$ cat src/rtl/dec_inj_pkg.sv
package dec_inj_pkg;

  localparam int DIG_W = 4;

  typedef enum logic [2:0] {
    RM_TOWARD_ZERO = 3'd0,
    RM_TIES_AWAY   = 3'd1,
    RM_TIES_EVEN   = 3'd2,
    RM_TIES_ZERO   = 3'd3,
    RM_AWAY        = 3'd4,
    RM_UP          = 3'd5,
    RM_DOWN        = 3'd6,
    RM_SPARE       = 3'd7
  } rndMode_e;

  // Strobes from control to datapath.
  typedef struct packed {
    logic             load;
    logic             effSub;
    logic [DIG_W-1:0] injRound;
    logic [DIG_W-1:0] injSticky;
  } ctrlStrobe_t;

endpackage

$ cat src/rtl/dec_inj_ctrl.sv
module dec_inj_ctrl
  import dec_inj_pkg::*;
(
  input  logic        inValid,
  input  logic        signA,
  input  logic        signB,
  input  logic        opSub,
  input  logic [2:0]  rndMode,
  input  logic        resSign,
  output ctrlStrobe_t strobe
);

  localparam logic [DIG_W-1:0] NINE = DIG_W'(9);
  localparam logic [DIG_W-1:0] FIVE = DIG_W'(5);
  localparam logic [DIG_W-1:0] FOUR = DIG_W'(4);

  always_comb begin
    strobe.load      = inValid;
    strobe.effSub    = signA ^ signB ^ opSub;
    strobe.injRound  = '0;
    strobe.injSticky = '0;
    case (rndMode_e'(rndMode))
      RM_TIES_AWAY, RM_TIES_EVEN: begin
        strobe.injRound = FIVE;
      end
      RM_TIES_ZERO: begin
        strobe.injRound  = FOUR;
        strobe.injSticky = NINE;
      end
      RM_AWAY: begin
        strobe.injRound  = NINE;
        strobe.injSticky = NINE;
      end
      RM_UP: begin
        if (!resSign) begin
          strobe.injRound  = NINE;
          strobe.injSticky = NINE;
        end
      end
      RM_DOWN: begin
        if (resSign) begin
          strobe.injRound  = NINE;
          strobe.injSticky = NINE;
        end
      end
      default: begin
        strobe.injRound  = '0;
        strobe.injSticky = '0;
      end
    endcase
  end

endmodule

$ cat src/rtl/dec_inj_datapath.sv
module dec_inj_datapath
  import dec_inj_pkg::*;
#(
  parameter int SIG_DIGITS = 16
) (
  input  logic                           clk,
  input  logic                           rstN,
  input  ctrlStrobe_t                    strobe,
  input  logic [SIG_DIGITS*DIG_W-1:0]     sigA,
  input  logic [(SIG_DIGITS+2)*DIG_W-1:0] alnB,
  input  logic                           stickyIn,
  output logic [(SIG_DIGITS+3)*DIG_W-1:0] corrA,
  output logic [(SIG_DIGITS+3)*DIG_W-1:0] corrB,
  output logic                           effSub,
  output logic                           outValid
);

  localparam int ALN_DIGITS = SIG_DIGITS + 2;
  localparam int TOT_DIGITS = SIG_DIGITS + 3;
  localparam int TOT_W      = TOT_DIGITS * DIG_W;
  localparam logic [DIG_W-1:0] BIAS = DIG_W'(6);

  logic [TOT_W-1:0] placedA;
  logic [TOT_W-1:0] placedB;
  logic [TOT_W-1:0] nextA;

  // Operand placement by effective operation, then injection.
  always_comb begin
    placedA = '0;
    placedB = '0;
    if (strobe.effSub) begin
      for (int i = 0; i < SIG_DIGITS; i++)
        placedA[(i+3)*DIG_W +: DIG_W] = sigA[i*DIG_W +: DIG_W];
      for (int j = 0; j < ALN_DIGITS; j++)
        placedB[(j+1)*DIG_W +: DIG_W] = ~alnB[j*DIG_W +: DIG_W];
      placedB[DIG_W-1:0] = {{(DIG_W-1){1'b1}}, ~stickyIn};
    end else begin
      for (int i = 0; i < SIG_DIGITS; i++)
        placedA[(i+2)*DIG_W +: DIG_W] = sigA[i*DIG_W +: DIG_W];
      for (int j = 1; j < ALN_DIGITS; j++)
        placedB[j*DIG_W +: DIG_W] = alnB[j*DIG_W +: DIG_W];
      placedB[DIG_W-1:0] = {{(DIG_W-1){1'b0}}, (|alnB[DIG_W-1:0]) | stickyIn};
    end
    placedA[2*DIG_W-1:DIG_W] = strobe.injRound;
    placedA[DIG_W-1:0]       = strobe.injSticky;
  end

  // Per-digit bias for effective add.
  for (genvar g = 0; g < TOT_DIGITS; g++) begin : gBias
    assign nextA[g*DIG_W +: DIG_W] = strobe.effSub ? placedA[g*DIG_W +: DIG_W]
                                                   : placedA[g*DIG_W +: DIG_W] + BIAS;
  end

  always_ff @(posedge clk) begin
    if (!rstN) begin
      corrA    <= '0;
      corrB    <= '0;
      effSub   <= 1'b0;
      outValid <= 1'b0;
    end else begin
      outValid <= strobe.load;
      if (strobe.load) begin
        corrA  <= nextA;
        corrB  <= placedB;
        effSub <= strobe.effSub;
      end
    end
  end

endmodule

$ cat src/rtl/dec_inj_precorr.sv
module dec_inj_precorr
  import dec_inj_pkg::*;
#(
  parameter int SIG_DIGITS = 16
) (
  input  logic                           clk,
  input  logic                           rstN,
  input  logic                           inValid,
  input  logic                           signA,
  input  logic                           signB,
  input  logic                           opSub,
  input  logic [2:0]                     rndMode,
  input  logic                           resSign,
  input  logic [SIG_DIGITS*4-1:0]        sigA,
  input  logic [(SIG_DIGITS+2)*4-1:0]    alnB,
  input  logic                           stickyIn,
  output logic [(SIG_DIGITS+3)*4-1:0]    corrA,
  output logic [(SIG_DIGITS+3)*4-1:0]    corrB,
  output logic                           effSub,
  output logic                           outValid
);

  ctrlStrobe_t strobe;

  dec_inj_ctrl uCtrl (
    .inValid (inValid),
    .signA   (signA),
    .signB   (signB),
    .opSub   (opSub),
    .rndMode (rndMode),
    .resSign (resSign),
    .strobe  (strobe)
  );

  dec_inj_datapath #(.SIG_DIGITS(SIG_DIGITS)) uData (
    .clk      (clk),
    .rstN     (rstN),
    .strobe   (strobe),
    .sigA     (sigA),
    .alnB     (alnB),
    .stickyIn (stickyIn),
    .corrA    (corrA),
    .corrB    (corrB),
    .effSub   (effSub),
    .outValid (outValid)
  );

endmodule

$ cat config.mk
export PLATFORM = sky130hd
export DESIGN_NAME = dec_inj_precorr
export DESIGN_NICKNAME = d
export VERILOG_FILES = /design/src/rtl/dec_inj_pkg.sv /design/src/rtl/dec_inj_ctrl.sv /design/src/rtl/dec_inj_datapath.sv /design/src/rtl/dec_inj_precorr.sv
export SDC_FILE = /design/constraint.sdc
export NUM_CORES = 1
export LEC_CHECK = 0
export BUFFER_PORTS_ARGS = -buffer_cell sky130_fd_sc_hd__buf_2
export CAP_MARGIN = 20
export CELL_PAD_IN_SITES_DETAIL_PLACEMENT = 1
export CELL_PAD_IN_SITES_GLOBAL_PLACEMENT = 1
export CORE_MARGIN = 8
export CORE_UTILIZATION = 35
export DETAILED_ROUTE_END_ITERATION = 16
export PLACE_DENSITY_LB_ADDON = 0.1
export SLEW_MARGIN = 30
export SYNTH_ARGS = -nofsm -noshare
export SYNTH_HDL_FRONTEND = slang
export SYNTH_SLANG_ARGS = --single-unit
$ cat constraint.sdc
create_clock -name clk -period 2.2 [get_ports clk]
set_input_delay 0 -clock clk [delete_from_list [all_inputs] [get_ports clk]]
set_output_delay 0 -clock clk [all_outputs]
set_load 0.05 [all_outputs]
==> flow_summary.yaml, run 1 <==
floorplanning:
  ios: 301
  coreArea_um2: 20200
  rows: 52
  die_area_um2: 25300
  die_x_um: 159
  start_util_pct: 35.5
  die_h_um: 159
detailed_routing:
  avgRoutedWirePerCell_um: 19.8
  drc_errors: 0
  drt_iter0_markers: 369
  firstDrtPassIters: 5
  drtAntennaViolNets: 0
  vias_per_cell: 5.16
  totalWireLength_mm: 30.5
  vias: 7951
sta:
  tightest_slew_ns: 0.785
  setup_viol: 0
  slew_viol_final: 0
  hold_viol: 0
  fmax_mhz: 487
  grt_setup_unrepaired: "no"
  skew_ns: 0
  fin_tns_setup_ns: 0
  layout_setup_ws_ns: 0.148
  min_period_ns: 2.05
  slew_headroom_pct: 47.7
  period_share_pct: 93.3
flow_run:
  drv_cap: 0
synthesis:
  synth-xor-area-share_pct: 2.62
  yosys.area_share.adder_pct: 2.79
  synth_compound_area_share_pct: 19.7
  syn-cell-area_um2: 7170
  synth_nets: 975
  muxShareOfSynthArea_pct: 3.07
  async_reset_ff_share_pct: 0
  synth_area_per_cell_um2: 8.82
  synth_top_family_by_area: "simple AND/OR/NAND/NOR gates"
  ys_ff_latch: 148
  synthCells: 812
  synth_simple_gate_area_share_pct: 24.4
  ys_types: 38
  ys_seq_area_share_pct: 41.3
  synth_warnings: 0
  synth_edf_count: 0
  synth_ff_type: "dfxtp_1"
setup_path:
  crit_slowest_cell: "dlygate4sd3_1"
  crit_fanout: 170
  worstSetupStartpointType: "input port"
  critPathMaxStageDelay_ns: 0.57
  critPathTopFamily: "buffers and inverters"
  crit_arrival_ns: 2.41
  crit_chain: "buf_4 -> buf_12 -> nand2_1 -> inv_2 -> buf_12 -> a32o_1 -> dlygate4sd3_1"
  worst-path-buf-inv: 5
  endpoint_kind: "flop"
  cp.required_ns: 2.56
  cp_common_cell: "buf_12"
  crit_type: "in2reg"
placement:
  placed_area_um2: 8800
  routabilityCongestion: 0.744
  pre_cts_ws_ns: 0.304
  dp_hpwl_mm: 19.3
  dp.cells: 1314
  portBuffers: 300
grt:
  grt_pass1_wl_mm: 48.1
  grt_pass1_vias: 8811
  grt_antenna_before_repair: 0
  grt_max_degree: 171
  grt_use_total_pct: 23.3
  grt_overflow_total: 0
clock_network:
  cts.reportedPaths.clkPinSlew_ns: 0.07
  clk_path_buf_depth: 2
  cts_setup_buffers: 0
  clock-sinks: 148
  cts_tree: "done"
  cts-root-buf: "clkbuf_16"
  clock_latency_ns: 0.41
  htreeDepth: 4
  numCtsBuffers: 17
status:
  outcome: "completed"
cells_and_area:
  layout_commonest_cell: "buf_2"
  finalNetCount: 1422
  diodes: 0
  drive_gt1_share_pct: 27.7
  n_fill_cell: 2419
  fin_util_pct: 56.4
  layout_common_cells: "buf_2, dlygate4sd3_1, dfxtp_1"
  fin_area_um2: 11400
  syn_to_final_growth_pct: 58.6
  final_cells: 1541
power:
  p_comb_share_pct: 33.3
  power.net_switching_mw: 3.38
  peakVddDrop_mv: 0.524
  p_per_area_nw_per_um2: 808
  pwr-share-seq_pct: 33.4
  swShare_pct: 36.8
  p_leak_nw: 5.22
  clock_power_share_pct: 33.3
  p_int_mw: 5.80
worst_hold_path:
  hold_path_class: "in2reg"
[per-layer routing]
metal  routed length (um)  vias to the layer above  share of wire (%)  global-route usage, %
met4                  740                        0                2.4                   8.19
met3                 2140                       40                7.0                   7.37
li1                     -                     3807                  -                      -
met5                    0                        -                  0                      0
met2                15600                      241                 51                   42.2
met1                12000                     3863                 39                   25.0
[registers in the layout, indices dropped and copies added, names as in the netlist]
name,count
uData.outValid,1
uData.corrB,74
uData.corrA,73
[worst min-delay path, cell delays in order]
cell and delay [ns]:
buf_2 0.13, nand3b_1 0.09, o2111ai_1 0.08, a21boi_0 0.09
[final cells by class]
class                           instances  area (um^2)  area share, %
Sequential cell                       148         2960           26.1
Inverter                                3         11.3         0.0991
Clock buffer                           17          425           3.74
Clock inverter                         14          178           1.56
Multi-Input combinational cell        577         3780           33.3
Timing Repair Buffer                  512         3670           32.3
Tap cell                              270          338           2.97
[power groups by stage]
stage / Combinational (mW) / Clock [mW] / Sequential, mW
2_1_floorplan: 1.06 / 0 / 4.00
3_3_place_gp: 2.68 / 0 / 3.11
3_5_place_dp: 2.70 / 0 / 3.12
4_1_cts: 3.05 / 3.12 / 3.06
5_1_grt: 3.27 / 3.24 / 3.10
6_report: 3.05 / 3.06 / 3.07
[cells in the mapped netlist (all sizes together) (2+ instances only)]
cell type  count  area [um^2]
nand3         22          110
nor2           8         30.0
buf           49          292
and2           6         37.5
dfxtp        148         2960
nand2b        88          551
a32o          66          661
or3            2         12.5
o31ai          5         37.5
nand2        142          533
nand4         15         93.8
ha            16          200
inv            2         7.51
a21oi          4         20.0
clkbuf        35          133
xnor2         16          140
a21boi        20          150
mux2i         22          220
nand3b        29          218
nor2b          2         12.5
a31oi         43          269
o21ai         47          235
nand4b        16          140
[per-stage QoR]
| step | total power, mW | hold WS [ns] |
|---|---|---|
| 3_3_place_gp | 5.79 | 0.235 |
| 6_report | 9.18 | 0.0266 |
| 4_1_cts | 9.23 | 0.00793 |
| 2_1_floorplan | 5.06 | 0.114 |
| 3_5_place_dp | 5.82 | 0.241 |
| 5_1_grt | 9.61 | 0.0616 |
[worst paths after layout]
check | startpoint | end | slack [ns] | cells after the start
setup reg to reg | uData.corrB[71] | uData.corrB[71] | 0.92 | 3
hold / removal | rndMode[1] | uData.corrA[4] | 0.03 | 4
setup / recovery | inValid | uData.corrB[52] | 0.15 | 7
hold reg to reg | uData.corrB[18] | uData.corrB[18] | 0.47 | 1
[timing repair]
action | CTS | global route
hold buffers | 196 | 0
gates resized for setup | 0 | 0
hold endpoints to repair | 142 | 0
[cells by family after synthesis]
family / count (synthesis)
adders and majority gates: 16
xor gates and xnor gates: 18
DFF: 148
and+or+nand+nor: 331
buffers and inverters: 87
muxes: 22
AOI/OAI and AO/OA: 190
No activity file was read; power rests on OpenSTA's default activity.
==> run 2: changes to the inputs <==
--- a/config.mk
+++ b/config.mk
@@ -10,10 +10,12 @@
 export CELL_PAD_IN_SITES_DETAIL_PLACEMENT = 1
 export CELL_PAD_IN_SITES_GLOBAL_PLACEMENT = 1
 export CORE_MARGIN = 8
-export CORE_UTILIZATION = 35
+export CORE_UTILIZATION = 36
+export CTS_BUF_LIST = sky130_fd_sc_hd__clkbuf_4 sky130_fd_sc_hd__clkbuf_8 sky130_fd_sc_hd__clkbuf_16
 export DETAILED_ROUTE_END_ITERATION = 16
 export PLACE_DENSITY_LB_ADDON = 0.1
 export SLEW_MARGIN = 30
 export SYNTH_ARGS = -nofsm -noshare
 export SYNTH_HDL_FRONTEND = slang
+export SYNTH_HIERARCHICAL = 1
 export SYNTH_SLANG_ARGS = --single-unit
==> run 2 against run 1 <==
  * Sequential cell count rose by 3
  * Core utilization shrank 1.9 points
  * Sequential power is essentially flat
  * Largest cell class unchanged
  * Largest power group is now combinational logic
==> flow_summary.yaml, run 2 <==
sta:
  hold_viol: 0
  period_share_pct: 94.0
  min_period_ns: 2.07
  fmax_mhz: 484
  setup_viol: 0
  slew_headroom_pct: 61.6
  skew_ns: 0
  layout_setup_ws_ns: 0.132
  slew_viol_final: 0
  fin_tns_setup_ns: 0
  tightest_slew_ns: 0.576
  hold_ws_ns: 0.0219
  grt_setup_unrepaired: "no"
power:
  clock_power_share_pct: 32.2
  p_leak_nw: 5.48
  p_comb_share_pct: 34.0
  pwr-share-seq_pct: 33.7
  swShare_pct: 37.5
  p_per_area_nw_per_um2: 776
  p_int_mw: 5.74
  power_mw: 9.19
  power.net_switching_mw: 3.45
  peakVddDrop_mv: 0.468
cells_and_area:
  final_cells: 1592
  fin_area_um2: 11800
  reg_top3: "uData/corrA x76, uData/corrB x74, uData/outValid x1"
  finalNetCount: 1461
  fin_util_pct: 54.5
  layout_common_cells: "buf_2, dlygate4sd3_1, dfxtp_1"
  layout_commonest_cell: "buf_2"
  drive_gt1_share_pct: 30.4
  largest_register_ffs: 76
  regMostFlops: "uData/corrA"
  syn_to_final_growth_pct: 48.9
worst_hold_path:
  hold_path_class: "in2reg"
detailed_routing:
  drtAntennaViolNets: 0
  totalWireLength_mm: 29.0
  drt_iter0_markers: 330
  vias: 7897
  drc_errors: 0
  vias_per_cell: 4.96
  avgRoutedWirePerCell_um: 18.2
  firstDrtPassIters: 4
setup_path:
  crit_fanout: 45
  crit_chain: "buf_2 -> xnor2_1 -> xnor2_2 -> buf_4 -> clkbuf_16 -> and2_1 -> a21oi_1 -> ha_1 -> xnor2_1 -> mux2i_1 -> dlygate4sd3_1 -> a21oi_1"
  crit_slowest_cell: "dlygate4sd3_1"
  crit_start: "signA"
  regToRegStartpoint: "uData/corrB[73]"
  cp-endpoint: "uData/corrA[23]"
  cp.required_ns: 2.50
  crit_arrival_ns: 2.37
  reg2reg_depth: 3
  r2r-end: "uData/corrB[73]"
  worstSetupStartpointType: "input port"
  endpoint_kind: "flop"
  ff2ff_setup_slack_ns: 1.47
  critPathMaxStageDelay_ns: 0.56
  crit_type: "in2reg"
grt:
  globalRouteMet2Util_pct: 35.1
  grt_overflow_total: 0
  grt_pass1_vias: 8353
  grt_pass1_wl_mm: 44.7
  use_met3_pct: 6.06
  top_usage_layer: "met2"
  grt_use_met1_pct: 23.6
  grt_max_degree: 120
  grt_use_total_pct: 20.7
  grt_antenna_before_repair: 3
synthesis:
  post-synth-top-count-cell: "dfxtp_1"
  ys_ff_latch: 151
  ys_types: 39
  synthTopCellsByCount: "dfxtp_1, nand2_1, nand2b_1"
  synth_ff_type: "dfxtp_1"
  synthCells: 865
  synth.area.top_cells: "dfxtp_1, mux2i_1, nand2b_1, o211ai_2, a21oi_1"
  synth_edf_count: 0
  synth_top_cell_area_share_pct: 38.0
  synth_area_leader_cell: "dfxtp_1"
  synth_area_per_cell_um2: 9.20
  async_reset_ff_share_pct: 0
  synth_warnings: 6
  ys_seq_area_share_pct: 38.0
  syn-cell-area_um2: 7960
floorplanning:
  die_area_um2: 27100
  rows: 54
  coreArea_um2: 21800
  die_h_um: 165
  start_util_pct: 36.6
  ios: 301
  die_x_um: 165
placement:
  dp_hpwl_mm: 18.7
  portBuffers: 300
  routabilityCongestion: 0.778
  placed_area_um2: 9420
  dp.cells: 1375
  pre_cts_ws_ns: 0.0960
clock_network:
  cts_tree: "done"
  clock-sinks: 151
  cts.reportedPaths.clkPinSlew_ns: 0.07
  htreeDepth: 4
  cts-root-buf: "clkbuf_16"
  clock_latency_ns: 0.42
  numCtsBuffers: 17
  clk_path_buf_depth: 2
flow_run:
  drv_cap: 0
status:
  outcome: "completed"
[run 2: cell types whose count changed after synthesis, sizes merged, moves of 27 or more]
| cell | previous run | this run |
|---|---|---|
| a21oi | 4 | 74 |
| mux2i | 22 | 60 |
| o211ai | 1 | 70 |
| nand2 | 142 | 79 |
| o211a | 0 | 27 |
| nand3b | 29 | 0 |
| a32o | 66 | 1 |
| a31oi | 43 | 0 |
| nor2 | 8 | 35 |
| a21boi | 20 | 65 |
[run 2: metal layers]
layer	vias to the layer above	wire (um)
li1	3898	-
met1	3698	12100
met2	240	13800
met3	61	1980
met4	0	1160
met5	-	0
[run 2: how the worst min path moves through the flow]
stage,startpoint,end,slack [ns],depth (start not counted)
after floorplan,sigA[63],uData/corrA[75],0.16,2
after global placement,sigA[60],uData/corrA[72],0.30,3
after detailed placement,sigA[60],uData/corrA[72],0.30,3
after CTS,rndMode[0],uData/corrA[4],0.003,4
after global routing,rndMode[0],uData/corrA[4],0.02,4
final,rndMode[0],uData/corrA[4],0.02,4
[run 2: cell families (layout without fill, tap and decap cells)]
kind of cell,Yosys count,count (layout),synth area share [%]
xor gates and xnor gates,22,22,2.42
muxes,60,60,7.54
and+or+nand+nor,215,215,13.3
DFF,151,151,38.0
buffers and inverters,100,542,8.16
AOI/OAI and AO/OA,298,298,27.7
adders and majority gates,18,18,2.83
other,1,6,0.0471
[run 2: critical path: cells and delay by family]
kind	cells	cell delay, ns
mux	1	0.12
xor+xnor	3	0.55
compound gates	2	0.11
buf+inv	4	1.15
simple gates	1	0.19
fa+ha+maj	1	0.22
[run 2: power by group through the flow]
stage / combinational [mW] / clock (mW) / sequential, mW
6_report: 3.13 / 2.96 / 3.10
5_1_grt: 3.35 / 3.16 / 3.13
2_1_floorplan: 1.25 / 0 / 4.00
3_3_place_gp: 2.71 / 0 / 3.15
3_5_place_dp: 2.73 / 0 / 3.16
4_1_cts: 3.09 / 3.05 / 3.10
[run 2: repair_timing]
item                                   in CTS  in global routing
setup endpoints to repair                   0                 10
buffers inserted                            0                  2
resized for setup                           0                  3
hold buffers                              179                  0
endpoints found under the hold margin     136                  0
[run 2: final cells by class]
cell class | count | area (um^2)
inverters | 14 | 56.3
flip-flops and latches | 151 | 3020
well taps | 280 | 350
clock buffers | 17 | 425
clock inverters | 15 | 163
diodes | 3 | 7.51
repair buffers | 496 | 3520
fillers | 2592 | 9910
multi-input cells | 616 | 4300
